File: config.mk
export PLATFORM = sky130hd
export DESIGN_NAME = can_bit_timer
export DESIGN_NICKNAME = d
export VERILOG_FILES = /design/src/rtl/cbt_pkg.sv /design/src/rtl/cbt_cfg_regs.sv /design/src/rtl/cbt_prescaler.sv /design/src/rtl/cbt_sampler.sv /design/src/rtl/cbt_segment.sv /design/src/rtl/can_bit_timer.sv
export SDC_FILE = /design/constraint.sdc
export NUM_CORES = 1
export LEC_CHECK = 0
export CORE_UTILIZATION = 60
export CTS_BUF_LIST = sky130_fd_sc_hd__clkbuf_4 sky130_fd_sc_hd__clkbuf_8
export CTS_CLUSTER_SIZE = 24
export DETAILED_ROUTE_END_ITERATION = 16
export GPL_ROUTABILITY_DRIVEN = 0
export MAX_ROUTING_LAYER = met4
export PLACE_DENSITY = 0.81
export RECOVER_POWER = 50
export SYNTH_ARGS = -nofsm -noshare
export SYNTH_HDL_FRONTEND = slang
export SYNTH_SLANG_ARGS = --single-unit
File: constraint.sdc
create_clock -name clk -period 4 [get_ports clk]
set_input_delay 1 -clock clk [delete_from_list [all_inputs] [get_ports clk]]
set_output_delay 1 -clock clk [all_outputs]
set_load 0.02 [all_outputs]
File: src/rtl/cbt_pkg.sv
package cbt_pkg;
   // field widths of the two configuration words
   localparam int BRP_W  = 10;
   localparam int TS1_W  = 4;
   localparam int TS2_W  = 3;
   localparam int SJW_W  = 2;
   // positions inside the timing word
   localparam int TS1_LSB    = 0;
   localparam int TS2_LSB    = 4;
   localparam int TRIPLE_BIT = 7;
   localparam int SJW_LSB    = 8;

   typedef enum logic [1:0] {
      SEG_SYNC = 2'd0,
      SEG_ONE  = 2'd1,
      SEG_TWO  = 2'd2
   } seg_e;

   typedef struct packed {
      logic [BRP_W-1:0] brp_m1;
      logic [TS1_W-1:0] ts1_m1;
      logic [TS2_W-1:0] ts2_m1;
      logic [SJW_W-1:0] sjw_m1;
      logic             triple;
   } timing_cfg_t;
endpackage

File: src/rtl/cbt_cfg_regs.sv
module cbt_cfg_regs
   import cbt_pkg::*;
#(
   parameter int WORD_W = 16
) (
   input  logic              clk,
   input  logic              rst_n,
   input  logic              cfg_mode,
   input  logic              wr_en,
   input  logic              wr_sel,
   input  logic [WORD_W-1:0] wr_data,
   output timing_cfg_t       cfg
);
   localparam int TIMING_TOP = SJW_LSB + SJW_W;

   if (WORD_W < TIMING_TOP || WORD_W < BRP_W) begin : g_bad_word
      $error("cbt_cfg_regs: WORD_W too narrow for the configuration fields");
   end

   always_ff @(posedge clk or negedge rst_n) begin
      if (!rst_n) begin
         cfg <= '0;
      end else if (wr_en && cfg_mode) begin
         if (!wr_sel) begin
            cfg.brp_m1 <= wr_data[BRP_W-1:0];
         end else begin
            cfg.ts1_m1 <= wr_data[TS1_LSB +: TS1_W];
            cfg.ts2_m1 <= wr_data[TS2_LSB +: TS2_W];
            cfg.sjw_m1 <= wr_data[SJW_LSB +: SJW_W];
            cfg.triple <= wr_data[TRIPLE_BIT];
         end
      end
   end

   AST_CFG_HOLD: assert property (@(posedge clk) disable iff (!rst_n)
      !cfg_mode |=> $stable(cfg));
endmodule

File: src/rtl/cbt_prescaler.sv
module cbt_prescaler
   import cbt_pkg::*;
#(
   parameter int BRP_MIN = 4
) (
   input  logic             clk,
   input  logic             rst_n,
   input  logic             run,
   input  logic [BRP_W-1:0] brp_m1,
   output logic             tq_tick
);
   localparam logic [BRP_W-1:0] LIM_FLOOR = BRP_W'(BRP_MIN - 1);

   if (BRP_MIN < 2 || BRP_MIN > (1 << BRP_W)) begin : g_bad_min
      $error("cbt_prescaler: BRP_MIN out of range");
   end

   logic [BRP_W-1:0] lim;
   logic [BRP_W-1:0] pc;

   // small divisors are raised to the floor
   assign lim     = (brp_m1 < LIM_FLOOR) ? LIM_FLOOR : brp_m1;
   assign tq_tick = run && (pc == lim);

   always_ff @(posedge clk or negedge rst_n) begin
      if (!rst_n) begin
         pc <= '0;
      end else if (!run || pc == lim) begin
         pc <= '0;
      end else begin
         pc <= pc + BRP_W'(1);
      end
   end

   AST_PC_RANGE: assert property (@(posedge clk) disable iff (!rst_n)
      pc <= lim);
   AST_TICK_GAP: assert property (@(posedge clk) disable iff (!rst_n)
      tq_tick |=> !tq_tick);
endmodule

File: src/rtl/cbt_sampler.sv
module cbt_sampler #(
   parameter bit TRIPLE_EN = 1'b1
) (
   input  logic clk,
   input  logic rst_n,
   input  logic rx_in,
   input  logic triple_sel,
   input  logic take,
   output logic rx_prev,
   output logic sample_bit
);
   logic [1:0] hist;
   logic       vote;

   always_ff @(posedge clk or negedge rst_n) begin
      if (!rst_n) hist <= 2'b11;
      else        hist <= {hist[0], rx_in};
   end

   assign rx_prev = hist[0];

   if (TRIPLE_EN) begin : g_vote3
      logic maj;
      assign maj  = (rx_in & hist[0]) | (rx_in & hist[1]) | (hist[0] & hist[1]);
      assign vote = triple_sel ? maj : rx_in;

      AST_VOTE_TRIPLE: assert property (@(posedge clk) disable iff (!rst_n)
         (take && triple_sel) |=> sample_bit ==
            (($past(rx_in) & $past(rx_in, 2)) | ($past(rx_in) & $past(rx_in, 3)) |
             ($past(rx_in, 2) & $past(rx_in, 3))));
   end else begin : g_vote1
      // mode bit has no effect when the voter is left out
      assign vote = rx_in | (triple_sel & 1'b0);
   end

   always_ff @(posedge clk or negedge rst_n) begin
      if (!rst_n)    sample_bit <= 1'b1;
      else if (take) sample_bit <= vote;
   end

   AST_VOTE_SINGLE: assert property (@(posedge clk) disable iff (!rst_n)
      (take && !triple_sel) |=> sample_bit == $past(rx_in));
endmodule

File: src/rtl/cbt_segment.sv
module cbt_segment
   import cbt_pkg::*;
#(
   parameter int QW = TS1_W + 2
) (
   input  logic             clk,
   input  logic             rst_n,
   input  logic             run,
   input  logic             tq_tick,
   input  logic             edge_fall,
   input  logic [TS1_W-1:0] ts1_m1,
   input  logic [TS2_W-1:0] ts2_m1,
   input  logic [SJW_W-1:0] sjw_m1,
   output logic             end_ts1,
   output logic             end_bit
);
   if ((1 << QW) <= (1 << TS1_W) + (1 << SJW_W) + 1) begin : g_bad_qw
      $error("cbt_segment: QW cannot hold a stretched first segment");
   end

   logic [QW-1:0] ts1_len, ts2_len, sjw_len;
   logic [QW-1:0] q, ext, cut;
   logic [QW-1:0] late_err, early_err;
   seg_e          seg;
   logic          taken;
   logic          resync;

   function automatic logic [QW-1:0] cap(input logic [QW-1:0] a, input logic [QW-1:0] b);
      return (a < b) ? a : b;
   endfunction

   assign ts1_len   = QW'(ts1_m1) + QW'(1);
   assign ts2_len   = QW'(ts2_m1) + QW'(1);
   assign sjw_len   = QW'(sjw_m1) + QW'(1);
   assign late_err  = q + QW'(1);
   assign early_err = ts2_len - q;
   assign resync    = run && edge_fall && !taken;

   assign end_ts1 = tq_tick && (seg == SEG_ONE) && ((q + QW'(1)) >= (ts1_len + ext));
   assign end_bit = tq_tick && (seg == SEG_TWO) && ((q + QW'(1) + cut) >= ts2_len);

   always_ff @(posedge clk or negedge rst_n) begin
      if (!rst_n) begin
         seg   <= SEG_SYNC;
         q     <= '0;
         ext   <= '0;
         cut   <= '0;
         taken <= 1'b0;
      end else if (!run) begin
         seg   <= SEG_SYNC;
         q     <= '0;
         ext   <= '0;
         cut   <= '0;
         taken <= 1'b0;
      end else begin
         if (resync) begin
            taken <= 1'b1;
            if (seg == SEG_ONE)      ext <= cap(late_err, sjw_len);
            else if (seg == SEG_TWO) cut <= cap(early_err, sjw_len);
         end
         if (tq_tick) begin
            unique case (seg)
               SEG_SYNC: begin
                  seg <= SEG_ONE;
                  q   <= '0;
               end
               SEG_ONE: begin
                  if (end_ts1) begin
                     seg <= SEG_TWO;
                     q   <= '0;
                  end else begin
                     q <= q + QW'(1);
                  end
               end
               SEG_TWO: begin
                  if (end_bit) begin
                     seg   <= SEG_SYNC;
                     q     <= '0;
                     ext   <= '0;
                     cut   <= '0;
                     taken <= 1'b0;
                  end else begin
                     q <= q + QW'(1);
                  end
               end
               default: begin
                  seg <= SEG_SYNC;
                  q   <= '0;
               end
            endcase
         end
      end
   end

   AST_EXT_CAP: assert property (@(posedge clk) disable iff (!rst_n)
      ext <= sjw_len);
   AST_CUT_CAP: assert property (@(posedge clk) disable iff (!rst_n)
      cut <= sjw_len);
   AST_ONE_RESYNC: assert property (@(posedge clk) disable iff (!rst_n)
      (taken && run && !end_bit) |=> taken);
endmodule

File: src/rtl/can_bit_timer.sv
module can_bit_timer
   import cbt_pkg::*;
#(
   parameter bit TRIPLE_EN = 1'b1,
   parameter int BRP_MIN   = 4,
   parameter int WORD_W    = 16
) (
   input  logic              clk,
   input  logic              rst_n,
   input  logic              cfg_mode,
   input  logic              wr_en,
   input  logic              wr_sel,
   input  logic [WORD_W-1:0] wr_data,
   input  logic              rx_in,
   output logic              sample_stb,
   output logic              sample_bit,
   output logic              bit_start
);
   localparam int QW = TS1_W + 2;

   timing_cfg_t cfg;
   logic        run;
   logic        tq_tick;
   logic        rx_prev;
   logic        edge_fall;
   logic        end_ts1;
   logic        end_bit;

   assign run       = !cfg_mode;
   assign edge_fall = run && rx_prev && !rx_in;

   cbt_cfg_regs #(.WORD_W(WORD_W)) i_regs (
      .clk(clk), .rst_n(rst_n), .cfg_mode(cfg_mode), .wr_en(wr_en),
      .wr_sel(wr_sel), .wr_data(wr_data), .cfg(cfg)
   );

   cbt_prescaler #(.BRP_MIN(BRP_MIN)) i_presc (
      .clk(clk), .rst_n(rst_n), .run(run), .brp_m1(cfg.brp_m1), .tq_tick(tq_tick)
   );

   cbt_segment #(.QW(QW)) i_seg (
      .clk(clk), .rst_n(rst_n), .run(run), .tq_tick(tq_tick), .edge_fall(edge_fall),
      .ts1_m1(cfg.ts1_m1), .ts2_m1(cfg.ts2_m1), .sjw_m1(cfg.sjw_m1),
      .end_ts1(end_ts1), .end_bit(end_bit)
   );

   cbt_sampler #(.TRIPLE_EN(TRIPLE_EN)) i_samp (
      .clk(clk), .rst_n(rst_n), .rx_in(rx_in), .triple_sel(cfg.triple),
      .take(end_ts1), .rx_prev(rx_prev), .sample_bit(sample_bit)
   );

   always_ff @(posedge clk or negedge rst_n) begin
      if (!rst_n) begin
         sample_stb <= 1'b0;
         bit_start  <= 1'b0;
      end else begin
         sample_stb <= end_ts1;
         bit_start  <= end_bit;
      end
   end

   AST_CFG_QUIET: assert property (@(posedge clk) disable iff (!rst_n)
      cfg_mode |=> (!sample_stb && !bit_start));
   AST_STB_EXCL: assert property (@(posedge clk) disable iff (!rst_n)
      !(sample_stb && bit_start));
   AST_SAMPLE_PULSE: assert property (@(posedge clk) disable iff (!rst_n)
      sample_stb |=> !sample_stb);
endmodule

== Word-level counts from Yosys, hierarchy flattened ==
Cells that the tools add are included.
W data, S select, Z words.

* Bits in registers: 56
* Input port bits: 22
* Output and inout bits: 3
* Logic and storage cells: 91

* $add $sub $neg: 8
* $lt $le $gt $ge: 5
* Equal/unequal tests: 5
* Mux-type cells: 33
* Bitwise operators: 6
* Reduce and logical (&&, ||, !) cells: 19

{| class="wikitable"
|+ Operator list
! operator !! count
|-
| $mux W6 || 19
|-
| $mux W10 || 2
|-
| $add A6 B6 Y6 || 2
|-
| $ge A6 B6 Y1 || 2
|-
| $lt A6 B6 Y1 || 2
|-
| $pmux W6 S2 || 1
|-
| $add A10 B1 Y10 const B || 1
|-
| $eq A10 B10 Y1 || 1
|-
| $logic_and A1 B1 Y1 || 10
|-
| $lt A10 B2 Y1 const B || 1
|-
| $mux W2 || 4
|-
| $add A6 B1 Y6 const B || 1
|-
| $mux W1 || 6
|-
| $ne A3 B3 Y1 const B || 2
|-
| $pmux W2 S3 || 1
|-
| $sub A6 B6 Y6 || 1
|-
| $add A4 B1 Y5 const B || 1
|-
| $add A3 B1 Y4 const B || 1
|-
| $reduce_and A2 Y1 || 2
|-
| $add A2 B1 Y3 const B || 1
|-
| $and A1 B1 Y1 || 3
|-
| $logic_not A1 Y1 || 3
|-
| $reduce_and A3 Y1 || 1
|-
| $eq A2 B1 Y1 const B || 1
|-
| other kinds (6) || 7
|}

== Longest topological paths before layout ==
* Depth after elaboration: 11
* Mapped depth: 14
* Mapped depth without buffers: 14

== Hierarchy ==
From an unflattened synthesis, not the netlist that was laid out.

* Cell total of the unflattened synthesis: 343
* Area, all modules: 3732.3 um^2

{| class="wikitable"
|+ Modules (own cells, without submodules)
! module !! times used !! cells an instance !! area each (um^2) !! sequential area each (um^2)
|-
| cbt_segment || 1 || 219 || 2034.5 || 525.5
|-
| cbt_cfg_regs || 1 || 43 || 792.0 || 500.5
|-
| cbt_prescaler || 1 || 68 || 726.9 || 250.2
|-
| cbt_sampler || 1 || 9 || 112.6 || 78.8
|-
| can_bit_timer || 1 || 4 || 66.3 || 50.0
|}

== Worst setup path after synthesis ==
No wires, ideal clock.

* Path kind: reg-to-reg
* From: register i_seg.q[0]
* To: register i_seg.seg[0]
* Setup time: 0.074 ns
* Arrival time: 3.055 ns
* Data required time: 3.926 ns
* Setup slack: 0.871 ns
* Cell stages (with the launch flop): 12
* Period minus slack after synthesis: 3.129 ns
* Cell sequence: dfrtp_1 -> ha_1 -> xor2_1 -> ha_1 -> xor2_1 -> ha_1 -> a2111oi_4 -> o2111ai_1 -> mux2i_1 -> o21ai_2 -> a31o_1 -> a21oi_2

* Longest elaborated chain between the ends: 6
* Elaborated cells between the ends (all ways): 9
* Classes of those cells: add/sub: 2; order compare: 2; eq/ne: 2; reduce/logical: 3

{| class="wikitable"
|+ RTL lines
! what !! RTL line !! text
|-
| start: declaration || cbt_segment.sv:22 || <nowiki>logic [QW-1:0] q, ext, cut;</nowiki>
|-
| start signal: assignment || cbt_segment.sv:72 || <nowiki>q <= q + QW'(1);</nowiki>
|-
| start signal: assignment || cbt_segment.sv:83 || <nowiki>q <= q + QW'(1);</nowiki>
|-
| $add A6 B1 Y6 (*) || cbt_segment.sv:39, cbt_segment.sv:40 ||
|-
| $add A6 B6 Y6 || cbt_segment.sv:40 || <nowiki>assign end_bit = tq_tick && (seg == SEG_TWO) && ((q + QW'(1) + cut) >= ts2_len);</nowiki>
|-
| $ge A6 B6 Y1 || cbt_segment.sv:40 ||
|-
| $logic_and A1 B1 Y1 || cbt_segment.sv:40 ||
|-
| $ne A3 B3 Y1 (no line) || n/a ||
|-
| $reduce_and A3 Y1 (no line) (*) || n/a ||
|-
| end signal: assignment || cbt_segment.sv:44 || <nowiki>seg <= SEG_SYNC;</nowiki>
|-
| end signal: assignment || cbt_segment.sv:50 || <nowiki>seg <= SEG_SYNC;</nowiki>
|-
| end signal: assignment || cbt_segment.sv:64 || <nowiki>seg <= SEG_ONE;</nowiki>
|-
| end: declaration || cbt_segment.sv:24 || <nowiki>seg_e seg;</nowiki>
|}

Every way passes the cells marked *; elsewhere a longest branch is shown, timed or not.
A chain may end at the register's enable or synchronous reset.

== Worst setup path in the final report ==
* From: register i_seg.q[0]
* To: register i_seg.q[1]

* Longest elaborated chain between the ends: 8
* Elaborated cells between the ends (all ways): 11
* Classes of those cells: add/sub: 2; order compare: 2; mux: 5; reduce/logical: 2

{| class="wikitable"
|+ RTL lines
! what !! RTL line !! text
|-
| $add A6 B1 Y6 (*) || n/a ||
|-
| $add A6 B6 Y6 || cbt_segment.sv:40 ||
|-
| $ge A6 B6 Y1 || cbt_segment.sv:40 ||
|-
| $logic_and A1 B1 Y1 || cbt_segment.sv:40 ||
|-
| $mux W6 || cbt_segment.sv:76 || <nowiki>if (end_bit) begin</nowiki>
|-
| $pmux W6 S2 (*) || cbt_segment.sv:62 || <nowiki>unique case (seg)</nowiki>
|-
| $mux W6 (*) || cbt_segment.sv:61 || <nowiki>if (tq_tick) begin</nowiki>
|-
| $mux W6 (*) || cbt_segment.sv:49 || <nowiki>end else if (!run) begin</nowiki>
|}

Every way passes the cells marked *; elsewhere a longest branch is shown, timed or not. The select of a mux whose other input is x is not followed.

==> results.json <==
{
  "postCtsSetupBuffers": 0,
  "net-switching-power_mw": 0.459,
  "violations": "capacitance limit, slew limit",
  "timing.slew.headroom_pct": -26.4,
  "tritoncts": "done",
  "ir_drop_mv": 0.273,
  "die_h_um": 80.2,
  "dpl_cell_area_sq_um": 3940,
  "max_freq_mhz": 279,
  "rows": 28,
  "synth-compound-area-share_pct": 12.4,
  "period_minus_slack_ns": 3.58,
  "yosysWarnings": 0,
  "grt_overflow": 0,
  "portBuffers": 18,
  "fin_cells": 443,
  "postCtsHoldBufs": 0,
  "comb_power_share_pct": 30.1,
  "clockBufferDepth": 2,
  "clk_pin_slew_worst_paths_ns": 0.10,
  "avgRoutedWirePerCell_um": 16.8,
  "root_buffer": "clkbuf_8",
  "path_cells": "ha_1, ha_1, a21o_1, a21oi_1, xnor2_1, ha_1, o21a_1, nor2_1, o2111ai_1, mux2i_1, o21ai_2, a21oi_2, a22o_1",
  "intPower_mw": 0.944,
  "synth_adder_area_share_pct": 14.2,
  "vias_per_cell": 5.96,
  "synth_top_flop_cell": "dfrtp_1",
  "io_pins": 25,
  "design_area_sq_um": 4030,
  "powerDensity_nw_per_um2": 348,
  "grt_pass1_vias": 2464,
  "drc": 0,
  "synth_edf_count": 0,
  "final-setup-viol-count": 0,
  "firstDrtPassIters": 4,
  "cap_violations": 1,
  "dp_slack_ns": 0.450,
  "rsz0062_at_grt": "false",
  "drt-total-wl_um": 7460,
  "synth_seq_cells": 56,
  "synth_cells": 344,
  "swShare_pct": 32.7,
  "pwr-share-seq_pct": 47.1,
  "dp_cells": 435,
  "arrival_ns": 3.83,
  "avgSynthCellArea_sq_um": 10.7,
  "syn-num-nets": 406,
  "p_leak_nw": 1.89,
  "dieArea_sq_um": 6440,
  "min_path_type": "reg -> reg",
  "syn_area_sq_um": 3670,
  "grt_pass1_wl_um": 12000,
  "synthArstFlopShare_pct": 100,
  "seq_area_frac_synth_pct": 38.3,
  "diodes": 0,
  "start_util_pct": 62.0,
  "p_clk_share_pct": 22.8,
  "drive_gt1_share_pct": 12.0,
  "cp_max_fo": 8,
  "clock_latency_ns": 0.31,
  "numCtsBuffers": 5,
  "dpl.hpwl_um": 5720,
  "cts.sinks": 56,
  "grt_start_max_net_pins": 33,
  "worstMarginPinSlew_ns": 1.90,
  "synthSimpleGateAreaFrac_pct": 13.8,
  "num-fill-cells": 436,
  "die_x_um": 80.2,
  "multi_input_area_sq_um": 2160,
  "drtAntennaViolNets": 0,
  "fp.coreArea_sq_um": 5920,
  "synth_mux_area_share_pct": 9.51,
  "slowest_stage": "dfrtp_1",
  "dr.first_iter.drc_count": 128,
  "synth_cell_types": 49,
  "fin_crit_sh_pct": 89.6,
  "cpPeakStageDelay_ns": 0.50,
  "antenna_found_initial": 0,
  "cts_htree_levels": 2,
  "seq_area_sq_um": 1410,
  "crit_top_cell": "ha_1",
  "fin_ws_ns": 0.416,
  "critPathLaunchType": "flop",
  "synth-xor-area-share_pct": 8.76,
  "fin_worst_skew_ns": 0.00660,
  "nets": 429,
  "required_ns": 4.25,
  "vias": 2641,
  "setup_tns_ns": 0,
  "critPathKind": "reg -> reg",
  "ctsResizeCount": 0,
  "final_util_pct": 68.0,
  "grt_usage_pct": 25.4,
  "cp-end-kind": "flop",
  "drv_slew": 33,
  "area_growth_pct": 9.71,
  "status": "finished with violations",
  "synth_top_family_by_area": "adder cells",
  "hold_viol": 0
}
power by group through the flow:
| stage | Sequential, mW | Clock, mW | Combinational [mW] |
|---|---|---|---|
| finish | 0.661 | 0.320 | 0.422 |
| global route | 0.667 | 0.348 | 0.469 |
| CTS | 0.661 | 0.325 | 0.423 |
| detailed placement | 0.672 | 0 | 0.417 |
| global placement | 0.669 | 0 | 0.399 |
| floorplan | 0.652 | 0 | 0.321 |
metal layers:
metal	wire length [um]	track usage, %	up-vias
met2	3720	42.7	53
met4	65	4.64	0
met1	3520	32.9	1309
met5	0	-	-
met3	158	3.64	7
li1	-	-	1272
synthesized netlist by cell type, drive strengths merged, types with 2 or more instances:
library cell	instances	area share, %
xnor2	21	5.0
nor4	4	1.1
nor3	2	0.27
o21ai	7	1.1
a211oi	5	1.0
xor2	13	3.1
nand3	14	2.2
nand4	5	0.85
nor4b	2	0.48
dfstp	3	2.1
a21oi	17	2.6
a22o	5	1.2
nand2b	7	1.2
a31o	2	0.48
o21a	2	0.41
clkbuf	4	0.41
o31a	2	0.48
mux2	23	7.1
nand2	6	0.61
inv	25	2.6
dfrtp	53	36
and2	10	1.7
a21o	9	1.8
nor2b	3	0.51
o2111ai	2	0.48
and3	3	0.51
nand3b	2	0.41
mux2i	9	2.5
ha	37	13
o211ai	2	0.41
nor2	32	3.3
fa	3	1.6
worst paths after layout:
kind / to / from / depth (start not counted) / slack [ns]
min in group asynchronous: i_seg.cut[1] / rst_n / 1 / 1.20
worst min register to register: i_samp.hist[1] / i_samp.hist[0] / 0 / 0.40
worst min-delay path: i_samp.hist[1] / i_samp.hist[0] / 0 / 0.40
max in group asynchronous: i_regs.cfg[18] / rst_n / 2 / 0.84
worst max-delay path: i_seg.q[1] / i_seg.q[0] / 13 / 0.42
worst max register to register: i_seg.q[1] / i_seg.q[0] / 13 / 0.42
flip-flops by register name, indices dropped and copies added (netlist names), 2 cells and up:
name,flops
i_presc.pc,10
i_regs.cfg,20
i_seg.ext,6
i_seg.cut,6
i_seg.seg,2
i_samp.hist,2
i_seg.q,6
layout make-up:
cell class                 count  area share (%)
sequential                    56            34.9
multi-input combinational    259            53.6
inverter                      25            2.33
timing repair buffer          20            4.60
tap                           75            2.33
clock buffer                   6            1.89
clock inverter                 2           0.404
kinds of logic after synthesis:
| logic type | count (synthesis) |
|---|---|
| AND/OR/NAND/NOR | 93 |
| buffers and inverters | 29 |
| multiplexers | 32 |
| AO/OA/AOI/OAI | 59 |
| flip-flops | 56 |
| adder cells (fa/ha/maj) | 40 |
| XOR/XNOR | 35 |
stage by stage:
step / total power [mW] / hold slack, ns
final: 1.40 / 0.405
after global routing: 1.48 / 0.418
after CTS: 1.41 / 0.392
after detailed placement: 1.09 / 0.377
after global placement: 1.07 / 0.376
after floorplan: 0.973 / 0.365
critical path, delay by kind of cell (launching register included):
kind                       cells  cell delay [ns]
and+or+nand+nor                1             0.18
xor gates and xnor gates       1             0.15
muxes                          1             0.44
adders and majority gates      3             1.05
AOI/OAI and AO/OA              7             1.21
DFF                            1             0.50
placed cells by master (no fill, tap or decap), types with 9 or more instances in the layout:
cell,count
a21o_1,9
nand3_1,12
nor2_1,31
xnor2_1,21
a21oi_1,14
clkdlybuf4s50_1,16
mux2_2,22
ha_1,37
dfrtp_1,53
xor2_1,13
inv_1,25
and2_1,10
mux2i_1,9
(Power assumes the default switching activity.)
